### config.mk
export PLATFORM = sky130hd
export DESIGN_NAME = trap_base_regs
export DESIGN_NICKNAME = d
export VERILOG_FILES = /design/src/rtl/trap_base_pkg.sv /design/src/rtl/tbr_key_guard.sv /design/src/rtl/tbr_half_reg.sv /design/src/rtl/trap_base_regs.sv
export SDC_FILE = /design/constraint.sdc
export NUM_CORES = 1
export LEC_CHECK = 0
export BUFFER_PORTS_ARGS = -buffer_cell sky130_fd_sc_hd__buf_2
export CAP_MARGIN = 20
export CORE_ASPECT_RATIO = 1.75
export CORE_MARGIN = 4
export CORE_UTILIZATION = 24
export CTS_CLUSTER_SIZE = 12
export DETAILED_ROUTE_END_ITERATION = 12
export PLACE_DENSITY = 0.48
export SYNTH_ARGS = -nofsm -noshare
export SYNTH_HDL_FRONTEND = slang
export SYNTH_SLANG_ARGS = --single-unit
### constraint.sdc
create_clock -name clk -period 2.34 [get_ports clk]
set_input_delay 0.117 -clock clk [delete_from_list [all_inputs] [get_ports clk]]
set_output_delay 0.117 -clock clk [all_outputs]
set_load 0.03 [all_outputs]
### src/rtl/trap_base_pkg.sv
package trap_base_pkg;
  localparam logic [7:0] UNLOCK_KEY = 8'h59;
  localparam int ALIGN_BITS = 10;
  localparam int LO_W = 16 - ALIGN_BITS;
  localparam int HI_W = 16;

  function automatic logic [31:0] align_base(input logic [31:0] a);
    return {a[31:ALIGN_BITS], {ALIGN_BITS{1'b0}}};
  endfunction
endpackage

### src/rtl/tbr_key_guard.sv
module tbr_key_guard
  import trap_base_pkg::*;
(
  input  logic       clk,
  input  logic       rst,
  input  logic       key_wr,
  input  logic [7:0] key_byte,
  output logic       open
);
  always_ff @(posedge clk) begin
    if (rst)         open <= 1'b0;
    else if (key_wr) open <= (key_byte == UNLOCK_KEY);
  end

  // the gate is closed after reset
  a_r1_reset_closed: assert property (@(posedge clk) rst |=> !open);
  // the key value opens the gate
  a_r2_key_opens: assert property (@(posedge clk) disable iff (rst)
    (key_wr && key_byte == 8'h59) |=> open);
  // any other value closes it
  a_r3_other_closes: assert property (@(posedge clk) disable iff (rst)
    (key_wr && key_byte != 8'h59) |=> !open);
  // without a guard write the state persists
  a_r7_persist: assert property (@(posedge clk) disable iff (rst)
    (!key_wr) |=> $stable(open));
endmodule

### src/rtl/tbr_half_reg.sv
module tbr_half_reg #(
  parameter int             W   = 16,
  parameter logic [W-1:0]   RST = '0
) (
  input  logic         clk,
  input  logic         rst,
  input  logic         we,
  input  logic [W-1:0] d,
  output logic [W-1:0] q
);
  always_ff @(posedge clk) begin
    if (rst)     q <= RST;
    else if (we) q <= d;
  end
endmodule

### src/rtl/trap_base_regs.sv
module trap_base_regs
  import trap_base_pkg::*;
#(
  parameter int                 ADDR_W   = 4,
  parameter logic [ADDR_W-1:0]  KEY_OFS  = 4'h0,
  parameter logic [ADDR_W-1:0]  BASE_OFS = 4'h4,
  parameter logic [31:0]        RST_BASE = 32'h0020_FC00
) (
  input  logic              clk,
  input  logic              rst,
  input  logic [ADDR_W-1:0] bus_addr,
  input  logic              bus_we_byte,
  input  logic              bus_we_half,
  input  logic [15:0]       bus_wdata,
  output logic [15:0]       bus_rdata,
  output logic [31:0]       trap_base
);
  localparam logic [ADDR_W-1:0] BASE_HI_OFS = BASE_OFS + ADDR_W'(2);
  localparam logic [31:0]       RST_ALIGNED = align_base(RST_BASE);

  logic       gate_open;
  logic       key_wr;
  logic [1:0] half_we;
  logic [LO_W-1:0] lo_q;
  logic [HI_W-1:0] hi_q;

  assign key_wr     = (bus_we_byte || bus_we_half) && (bus_addr == KEY_OFS);
  assign half_we[0] = bus_we_half && gate_open && (bus_addr == BASE_OFS);
  assign half_we[1] = bus_we_half && gate_open && (bus_addr == BASE_HI_OFS);

  tbr_key_guard u_guard (
    .clk      (clk),
    .rst      (rst),
    .key_wr   (key_wr),
    .key_byte (bus_wdata[7:0]),
    .open     (gate_open)
  );

  for (genvar g = 0; g < 2; g++) begin : g_half
    if (g == 0) begin : g_lo
      tbr_half_reg #(.W(LO_W), .RST(RST_ALIGNED[15:ALIGN_BITS])) u_reg (
        .clk (clk), .rst (rst), .we (half_we[g]),
        .d   (bus_wdata[15:ALIGN_BITS]), .q (lo_q)
      );
    end else begin : g_hi
      tbr_half_reg #(.W(HI_W), .RST(RST_ALIGNED[31:16])) u_reg (
        .clk (clk), .rst (rst), .we (half_we[g]),
        .d   (bus_wdata), .q (hi_q)
      );
    end
  end

  assign trap_base = {hi_q, lo_q, {ALIGN_BITS{1'b0}}};

  always_ff @(posedge clk) begin
    if (rst) bus_rdata <= '0;
    else if (bus_addr == BASE_OFS)    bus_rdata <= {lo_q, {ALIGN_BITS{1'b0}}};
    else if (bus_addr == BASE_HI_OFS) bus_rdata <= hi_q;
    else                              bus_rdata <= '0;
  end

  // reset value of the base address
  a_r1_reset_base: assert property (@(posedge clk) rst |=> trap_base == RST_ALIGNED);
  // closed gate keeps the base
  a_r5_locked_hold: assert property (@(posedge clk) disable iff (rst)
    (!gate_open && bus_we_half) |=> $stable(trap_base));
  // byte writes never change the base
  a_r8_byte_ignored: assert property (@(posedge clk) disable iff (rst)
    (bus_we_byte && !bus_we_half) |=> $stable(trap_base));
  // guard register reads as zero
  a_r9_key_reads_zero: assert property (@(posedge clk) disable iff (rst)
    (bus_addr == KEY_OFS) |=> bus_rdata == 16'h0000);
endmodule

==> results.yml, run 1 <==
run_status:
  status: "complete, no violations"
synth:
  synth_top_area_share_pct: 48.2
  ys.flop_type: "dfxtp_1"
  synth_area_leaders: "dfxtp_1 48%, mux2i_1 14%, nand2b_1 12%, buf_4 4.6%, and2_1 3.9%"
  synth_area_sq_um: 1620
  post-synth-top-count-cell: "dfxtp_1"
  syn_area_per_cell_sq_um: 10.5
  ys_ff_latch: 39
  ys_seq_area_share_pct: 48.2
  synthDistinctLibCells: 22
  yosysWarnings: 0
  ys_top_cells_by_count: "39 x dfxtp_1, 31 x nand2b_1, 23 x mux2i_1"
  synthCells: 154
  synth_edf_count: 0
  ys_async_sr_fraction_pct: 0
  yosysTopAreaCell: "dfxtp_1"
critical_path:
  path_max_fanout: 9
  arrival_ns: 1.56
  critical_path_class: "in2reg"
  startpoint_type: "input pin"
  crit_required_ns: 2.56
  end_kind: "register"
placed_design:
  dpl.hpwl_um: 2930
  gp_congestion: 0.689
  dp_slack_ns: 0.661
  dpl.cell_count: 289
  io_buffer_count: 61
floorplanning:
  dieWidth_um: 70.1
  dieHeight_um: 117
  die-area_sq_um: 8180
  fp-row-count: 39
  ios: 72
  start_util_pct: 24.8
  core_sq_um: 6540
finish:
  utilization_pct: 32.6
  nNetsFinal: 238
  n_fill_cell: 711
  antenna_cells: 0
  area_delta_synth_final_pct: 31.5
  drive_gt1_share_pct: 34.0
  instances_no_fill: 297
route:
  avgRoutedWirePerCell_um: 12.7
  dr.pass1.iters: 3
  routed_via_density: 4.06
  routed_wl_um: 3780
  drt_iter0_markers: 19
  ant_nets: 0
  vias: 1205
  drcViolationCount: 0
timing:
  final_max_slew_viol_count: 0
  post-route-period-util_pct: 57.3
  tightest_slew_ns: 0.667
  max_freq_mhz: 746
  finClkSkew_ns: 0.00279
  setup_viol: 0
  rsz0062_at_grt: "false"
  slew_headroom_pct: 55.5
  final.min_clock_period_ns: 1.34
  finalSetupTns_ns: 0
  whs_ns: 0.104
  finalHoldViolCount: 0
  fin_ws_ns: 1.00
clock_network:
  cts_tree: "yes"
  cts-root-buf: "clkbuf_16"
  clock_latency_ns: 0.27
  cts_hold_buf: 0
  clkSinkCount: 39
  cts_buffers: 5
  postCtsSetupBuffers: 0
  ctsResizeCount: 0
  cts.path.max_buffers: 2
  clk_pin_slew_ns: 0.06
  cts_htree_levels: 2
grt:
  grt_use_met1_pct: 9.73
  use_met3_pct: 2.50
  antenna_found_initial: 0
  use_met2_pct: 18.5
  grt_max_degree: 48
  grt_pass1_vias: 1206
  grt.total_usage_pct: 9.77
  grt_pass1_wl_um: 6110
  globalRoute.busiestLayer: "met2"
  overflow: 0
worst_hold_path:
  hold_path.class: "in2reg"
job:
  max-cap-violations: 0
pwr:
  p_leak_nw: 0.948
  pwr_density_cell_nw_per_um2: 760
  ir_worst_vdd_v: 0.000291
flip-flops by register name (all words and copies together) (netlist names):
| name | count |
|---|---|
| g_half.g_hi.u_reg.q | 16 |
| bus_rdata | 16 |
| u_guard.open | 1 |
| g_half.g_lo.u_reg.q | 6 |
path summary, 6_finish.rpt:
kind / startpoint / end / slack, ns / depth (start not counted)
setup / recovery: bus_addr[3] / bus_rdata[11] / 1.00 / 5
hold reg to reg: g_half[1].g_hi.u_reg.q[0] / g_half[1].g_hi.u_reg.q[0] / 0.48 / 2
hold / removal: bus_wdata[9] / g_half[1].g_hi.u_reg.q[9] / 0.10 / 3
setup reg to reg: u_guard.open / g_half[1].g_hi.u_reg.q[10] / 1.14 / 3
layout by cell type, fill, tap and decap left out, types with 2 or more instances in the layout:
cell       Yosys  layout
bufinv_16      0       2
buf_2          0      61
mux2i_1       23      23
and2_1        10      10
nor2_1        14      14
dfxtp_1       39      39
nand3_1        2       2
nand2b_1      31      31
conb_1         1      10
a22o_1         6       6
clkbuf_16      0       5
cell type report:
cell class | instances | area (sq um) | area share, %
clock inverters | 2 | 60.1 | 2.82
multi-input cells | 106 | 746 | 35.0
clock buffers | 6 | 129 | 6.05
well taps | 82 | 103 | 4.82
repair buffers | 62 | 313 | 14.7
flip-flops and latches | 39 | 781 | 36.6
cells by family (layout without fill, tap and decap cells):
logic type | after synthesis | count (layout) | share of synthesized area, %
simple gates | 66 | 66 | 25.9
flops | 39 | 39 | 48.2
mux | 23 | 23 | 14.2
buf+inv | 18 | 70 | 7.88
compound gates | 7 | 7 | 3.55
other cells | 1 | 10 | 0.231
critical path, stage by stage:
cell and delay, ns:
buf_2 0.10, or3b_1 0.56, nor3b_4 0.40, buf_4 0.23, a22o_1 0.14
stage by stage:
step	instance area (sq um)	total power, mW
3_5_place_dp	1940	0.773
2_1_floorplan	1650	0.754
5_1_grt	2130	1.69
6_report	2130	1.62
4_1_cts	2130	1.65
3_3_place_gp	1940	0.772
routing by layer:
layer  up-vias  part of all wire (%)
met5         -                     0
met4         0                   2.1
met3         6                   5.6
met2        41                    56
met1       556                    36
li1        602                     -
power breakdown:
part	leakage (nW)	internal, mW	switching [mW]
clock	0.0911	0.611	0.252
combinational	0.543	0.0325	0.0573
sequential	0.315	0.666	0.000527
(Power assumes the default switching activity.)
==> run 2, diff against run 1 <==
--- a/config.mk
+++ b/config.mk
@@ -12,7 +12,7 @@
 export CORE_UTILIZATION = 24
 export CTS_CLUSTER_SIZE = 12
 export DETAILED_ROUTE_END_ITERATION = 12
-export PLACE_DENSITY = 0.48
+export PLACE_DENSITY = 0.5
 export SYNTH_ARGS = -nofsm -noshare
 export SYNTH_HDL_FRONTEND = slang
 export SYNTH_SLANG_ARGS = --single-unit
==> constraint.sdc (replaced) <==
create_clock -name clk -period 1.2 [get_ports clk]
set_input_delay 0.06 -clock clk [delete_from_list [all_inputs] [get_ports clk]]
set_output_delay 0.06 -clock clk [all_outputs]
set_load 0.03 [all_outputs]
==> run 2 against run 1 <==
Clock-buffer cell count unchanged. First-iteration DRC count increased by 95%. Sequential cell count unchanged. Setup slack got worse by 0.90 ns. Critical path type is now reg2reg.
==> results.yml, run 2 (same netlist as run 1, synthesis figures left out) <==
timing:
  post-route-period-util_pct: 91.4
  whs_ns: 0.0359
  setup_viol: 0
  finClkSkew_ns: 0.00498
  rsz0062_at_grt: "false"
  finalHoldViolCount: 0
  final_max_slew_viol_count: 0
  max_freq_mhz: 912
  final.min_clock_period_ns: 1.10
pwr:
  p_leak_nw: 0.982
  total_power_mw: 2.78
  pwr_density_cell_nw_per_um2: 1270
  ir_worst_vdd_v: 0.000431
critical_path:
  timing.rr.end: "g_half[1].g_hi.u_reg.q[11]"
  crit_required_ns: 1.40
  r2r_cells: 4
  startpoint: "u_guard.open"
  reg2reg_from: "u_guard.open"
  arrival_ns: 1.30
  path_max_fanout: 8
  end_kind: "register"
  critical_path_class: "reg2reg"
  startpoint_type: "register"
  rrSetupSlack_ns: 0.10
route:
  avgRoutedWirePerCell_um: 12.3
  drt_iter0_markers: 37
  vias: 1240
  met3WireLength_um: 244
  routed_wl_um: 3750
  topRoutingLayerUsed: "met4"
  drcViolationCount: 0
  routed-wl-met2_um: 2030
  dr.pass1.iters: 4
  wl_met1_um: 1390
  ant_nets: 0
  routed_via_density: 4.08
finish:
  final_cell_area_sq_um: 2200
  antenna_cells: 0
  instances_no_fill: 304
  final_cell_mix: "61 x buf_2, 39 x dfxtp_1, 31 x nand2b_1"
  area_delta_synth_final_pct: 35.5
  mostFrequentLayoutCell: "buf_2"
  reg_top3: "bus_rdata (16), g_half.g_hi.u_reg.q (16), g_half.g_lo.u_reg.q (6)"
  drive_gt1_share_pct: 36.5
  utilization_pct: 33.6
  nNetsFinal: 246
floorplanning:
  dieHeight_um: 117
  start_util_pct: 24.8
  core_sq_um: 6540
  dieWidth_um: 70.1
  fp-row-count: 39
  die-area_sq_um: 8180
  ios: 72
placed_design:
  dpl.hpwl_um: 2970
  io_buffer_count: 61
  gp_congestion: 0.692
  dpl-instance-area_sq_um: 2050
  dpl.cell_count: 297
clock_network:
  clkSinkCount: 39
  cts_buffers: 5
  ctsResizeCount: 0
  clock_latency_ns: 0.28
  cts_hold_buf: 0
  cts-root-buf: "clkbuf_16"
  postCtsSetupBuffers: 0
  cts_htree_levels: 2
  cts_tree: "yes"
  cts.path.max_buffers: 2
  clk_pin_slew_ns: 0.06
run_status:
  status: "complete, no violations"
job:
  max-cap-violations: 0
grt:
  grt_pass1_vias: 1215
  overflow: 0
  grt_pass1_wl_um: 6100
  grt_max_degree: 25
  antenna_found_initial: 0
  grt.total_usage_pct: 9.70
worst_hold_path:
  holdPathStages: 3
  min_to: "g_half[1].g_hi.u_reg.q[9]"
  hold_path.class: "in2reg"
  hold_start: "bus_wdata[9]"
[run 2: cell types whose count changed in the layout (fill, tap and decap cells not counted)]
cell       change
buf_12         +4
clkbuf_8       +1
buf_4          +4
clkbuf_1       -1
clkinv_2       +1
bufinv_16      -2
[run 2: where the power goes]
part / leakage (nW) / internal, mW / switching (mW)
logic: 0.595 / 0.0714 / 0.114
clock network: 0.0727 / 0.811 / 0.489
registers: 0.315 / 1.30 / 0.00114
total: 0.982 / 2.18 / 0.604
[run 2: layer usage]
layer | vias to the layer above | global-route usage, %
li1 | 622 | -
met1 | 567 | 9.96
met2 | 44 | 17.5
met3 | 7 | 2.67
met4 | 0 | 5.75
met5 | - | 0
[run 2: worst max path at each step]
stage	end	cells after the start	slack [ns]
final	g_half[1].g_hi.u_reg.q[11]	4	0.10
after global routing	g_half[1].g_hi.u_reg.q[11]	4	0.03
after CTS	g_half[1].g_hi.u_reg.q[11]	4	0.09
after detailed placement	bus_rdata[15]	6	-0.12
after global placement	g_half[0].g_lo.u_reg.q[2]	6	-0.11
after floorplan	bus_rdata[0]	5	0.01
[run 2: worst max-delay path: stages (launching register included)]
cell and delay (ns):
dfxtp_1 0.35, nand3_1 0.17, nor2_8 0.17, buf_12 0.15
mux2i_1 0.18
[run 2: per-stage QoR]
step	setup WS (ns)	setup TNS [ns]
2_1_floorplan	0.0145	0
3_3_place_gp	-0.110	-2.89
3_5_place_dp	-0.116	-3.35
4_1_cts	0.0861	0
5_1_grt	0.0306	0
6_report	0.104	0
[run 2: area by class of cell]
type / instances / area [sq um]
Timing Repair Buffer: 70 / 423
Clock inverter: 1 / 5.00
Multi-Input combinational cell: 106 / 746
Sequential cell: 39 / 781
Clock buffer: 6 / 139
Fill cell: 708 / 4340
Tap cell: 82 / 103
==> run 3, diff against run 2 <==
--- a/config.mk
+++ b/config.mk
@@ -12,7 +12,7 @@
 export CORE_UTILIZATION = 24
 export CTS_CLUSTER_SIZE = 12
 export DETAILED_ROUTE_END_ITERATION = 12
-export PLACE_DENSITY = 0.5
+export PLACE_DENSITY = 0.48
 export SYNTH_ARGS = -nofsm -noshare
 export SYNTH_HDL_FRONTEND = slang
 export SYNTH_SLANG_ARGS = --single-unit
==> constraint.sdc (replaced) <==
create_clock -name clk -period 1.05 [get_ports clk]
set_input_delay 0.0525 -clock clk [delete_from_list [all_inputs] [get_ports clk]]
set_output_delay 0.0525 -clock clk [all_outputs]
set_load 0.03 [all_outputs]
==> run 3 against run 2 <==
Cell count increased by 1.3%. Cell area increased by 1.5%. Sequential cell count unchanged. Sequential share of layout area decreased by 0.48 points. Critical path depth increased by 2. Routed wire length increased by 1.7%. Largest power group is now the clock network.
==> results.yml, run 3 (same netlist as run 1, synthesis figures left out) <==
run_status:
  status: "complete, no violations"
critical_path:
  rrSetupSlack_ns: 0.04
  crit_required_ns: 1.25
  critical_path_class: "in2reg"
  arrival_ns: 1.23
  startpoint_type: "input pin"
  critical_path.cell_chain: "buf_6, or3b_1, buf_6, nor3_4, buf_12, mux2i_1"
  r2r_cells: 4
  startpoint: "bus_addr[0]"
  timing.rr.end: "g_half[0].g_lo.u_reg.q[1]"
  end_kind: "register"
  reg2reg_from: "u_guard.open"
  critPathMaxStageDelay_ns: 0.38
  crit_path_top_delay_cell: "or3b_1"
  path_max_fanout: 6
  cpMostUsedCell: "buf_6"
  crit_buf_inv: 3
  path_delay_family: "simple AND/OR/NAND/NOR gates"
timing:
  setup_viol: 0
  rsz0062_at_grt: "true"
  finClkSkew_ns: 0.00251
  post-route-period-util_pct: 98.0
  final_max_slew_viol_count: 0
  whs_ns: 0.0428
  finalHoldViolCount: 0
  max_freq_mhz: 971
  final.min_clock_period_ns: 1.03
route:
  routed_via_density: 4.03
  dr.pass1.iters: 3
  topRoutingLayerUsed: "met4"
  vias: 1240
  ant_nets: 0
  routed_wl_um: 3810
  avgRoutedWirePerCell_um: 12.4
  drcViolationCount: 0
  wl_met1_um: 1510
  routed-wl-met2_um: 1920
  met3WireLength_um: 258
  drt_iter0_markers: 46
clock_network:
  postCtsSetupBuffers: 0
  cts_hold_buf: 0
  clock_latency_ns: 0.28
  cts.path.max_buffers: 2
  cts_tree: "yes"
  cts_buffers: 5
  clk_pin_slew_ns: 0.06
  clkSinkCount: 39
  cts-root-buf: "clkbuf_16"
  cts_htree_levels: 2
floorplanning:
  fp-row-count: 39
  core_sq_um: 6540
  ios: 72
  die-area_sq_um: 8180
  dieWidth_um: 70.1
  dieHeight_um: 117
  start_util_pct: 24.8
finish:
  utilization_pct: 34.1
  final_cell_mix: "60 x buf_2, 38 x dfxtp_1, 31 x nand2b_1"
  reg_top3: "bus_rdata (16), g_half.g_hi.u_reg.q (16), g_half.g_lo.u_reg.q (6)"
  final_cell_area_sq_um: 2230
  area_delta_synth_final_pct: 37.6
  antenna_cells: 0
  mostFrequentLayoutCell: "buf_2"
  drive_gt1_share_pct: 38.1
  nNetsFinal: 249
grt:
  grt_pass1_vias: 1194
  overflow: 0
  antenna_found_initial: 0
  grt.total_usage_pct: 9.77
  grt_pass1_wl_um: 6170
  grt_max_degree: 25
placed_design:
  dpl.hpwl_um: 3020
  gp_congestion: 0.695
  io_buffer_count: 61
  dpl-instance-area_sq_um: 2050
worst_hold_path:
  hold_path.class: "in2reg"
  min_to: "g_half[1].g_hi.u_reg.q[8]"
  holdPathStages: 3
  hold_start: "bus_wdata[8]"
job:
  max-cap-violations: 0
pwr:
  ir_worst_vdd_v: 0.000551
  pwr_density_cell_nw_per_um2: 1470
  p_leak_nw: 1.00
## run 3: cell count changes in the layout (fill, tap and decap cells not counted), sizes merged
| cell | delta |
|---|---|
| clkbuf | +2 |
| buf | +3 |
| clkinv | -1 |
## run 3: power by group
group / switching (mW) / internal (mW)
clock: 0.570 / 1.01
sequential: 0.00121 / 1.48
combinational: 0.134 / 0.0864
total: 0.705 / 2.58
## run 3: worst max-delay path by stage
stage | end | cells after the start
after global routing | g_half[1].g_hi.u_reg.q[14] | 4
after detailed placement | g_half[0].g_lo.u_reg.q[1] | 6
after CTS | g_half[0].g_lo.u_reg.q[1] | 6
final | g_half[0].g_lo.u_reg.q[1] | 6
after global placement | bus_rdata[15] | 6
after floorplan | bus_rdata[0] | 5
## run 3: per-stage QoR
stage | worst slack (ns) | power (mW) | cells | setup TNS, ns
global route | -0.0145 | 3.41 | 308 | -0.0225
floorplan | -0.128 | 1.68 | 163 | -2.93
finish | 0.0206 | 3.29 | 308 | 0
CTS | 0.00857 | 3.34 | 308 | 0
global placement | -0.271 | 1.73 | 300 | -9.05
detailed placement | -0.263 | 1.73 | 300 | -8.20
## run 3: final cells by class
class | instances | area [sq um]
fillers | 711 | 4310
flip-flops and latches | 39 | 782
multi-input cells | 106 | 758
repair buffers | 73 | 430
clock buffers | 8 | 156
well taps | 82 | 103
## run 3: metal layers
metal  track usage, %  up-vias
li1                 -      623
met5                0        -
met1             10.7      557
met2             16.6       51
met4             6.39        0
met3             2.67        9
## run 3: worst reg2reg max path, delay by kind of cell (launching register included)
kind,cells,cell delay [ns]
flops,1,0.36
buf+inv,1,0.15
simple gates,2,0.25
mux,1,0.18
## run 3: timing repair
action | in CTS | in global routing
gates cloned | 0 | 0
pin swaps | 1 | 2
resized for setup | 1 | 4
endpoints found under the setup margin | 15 | 28
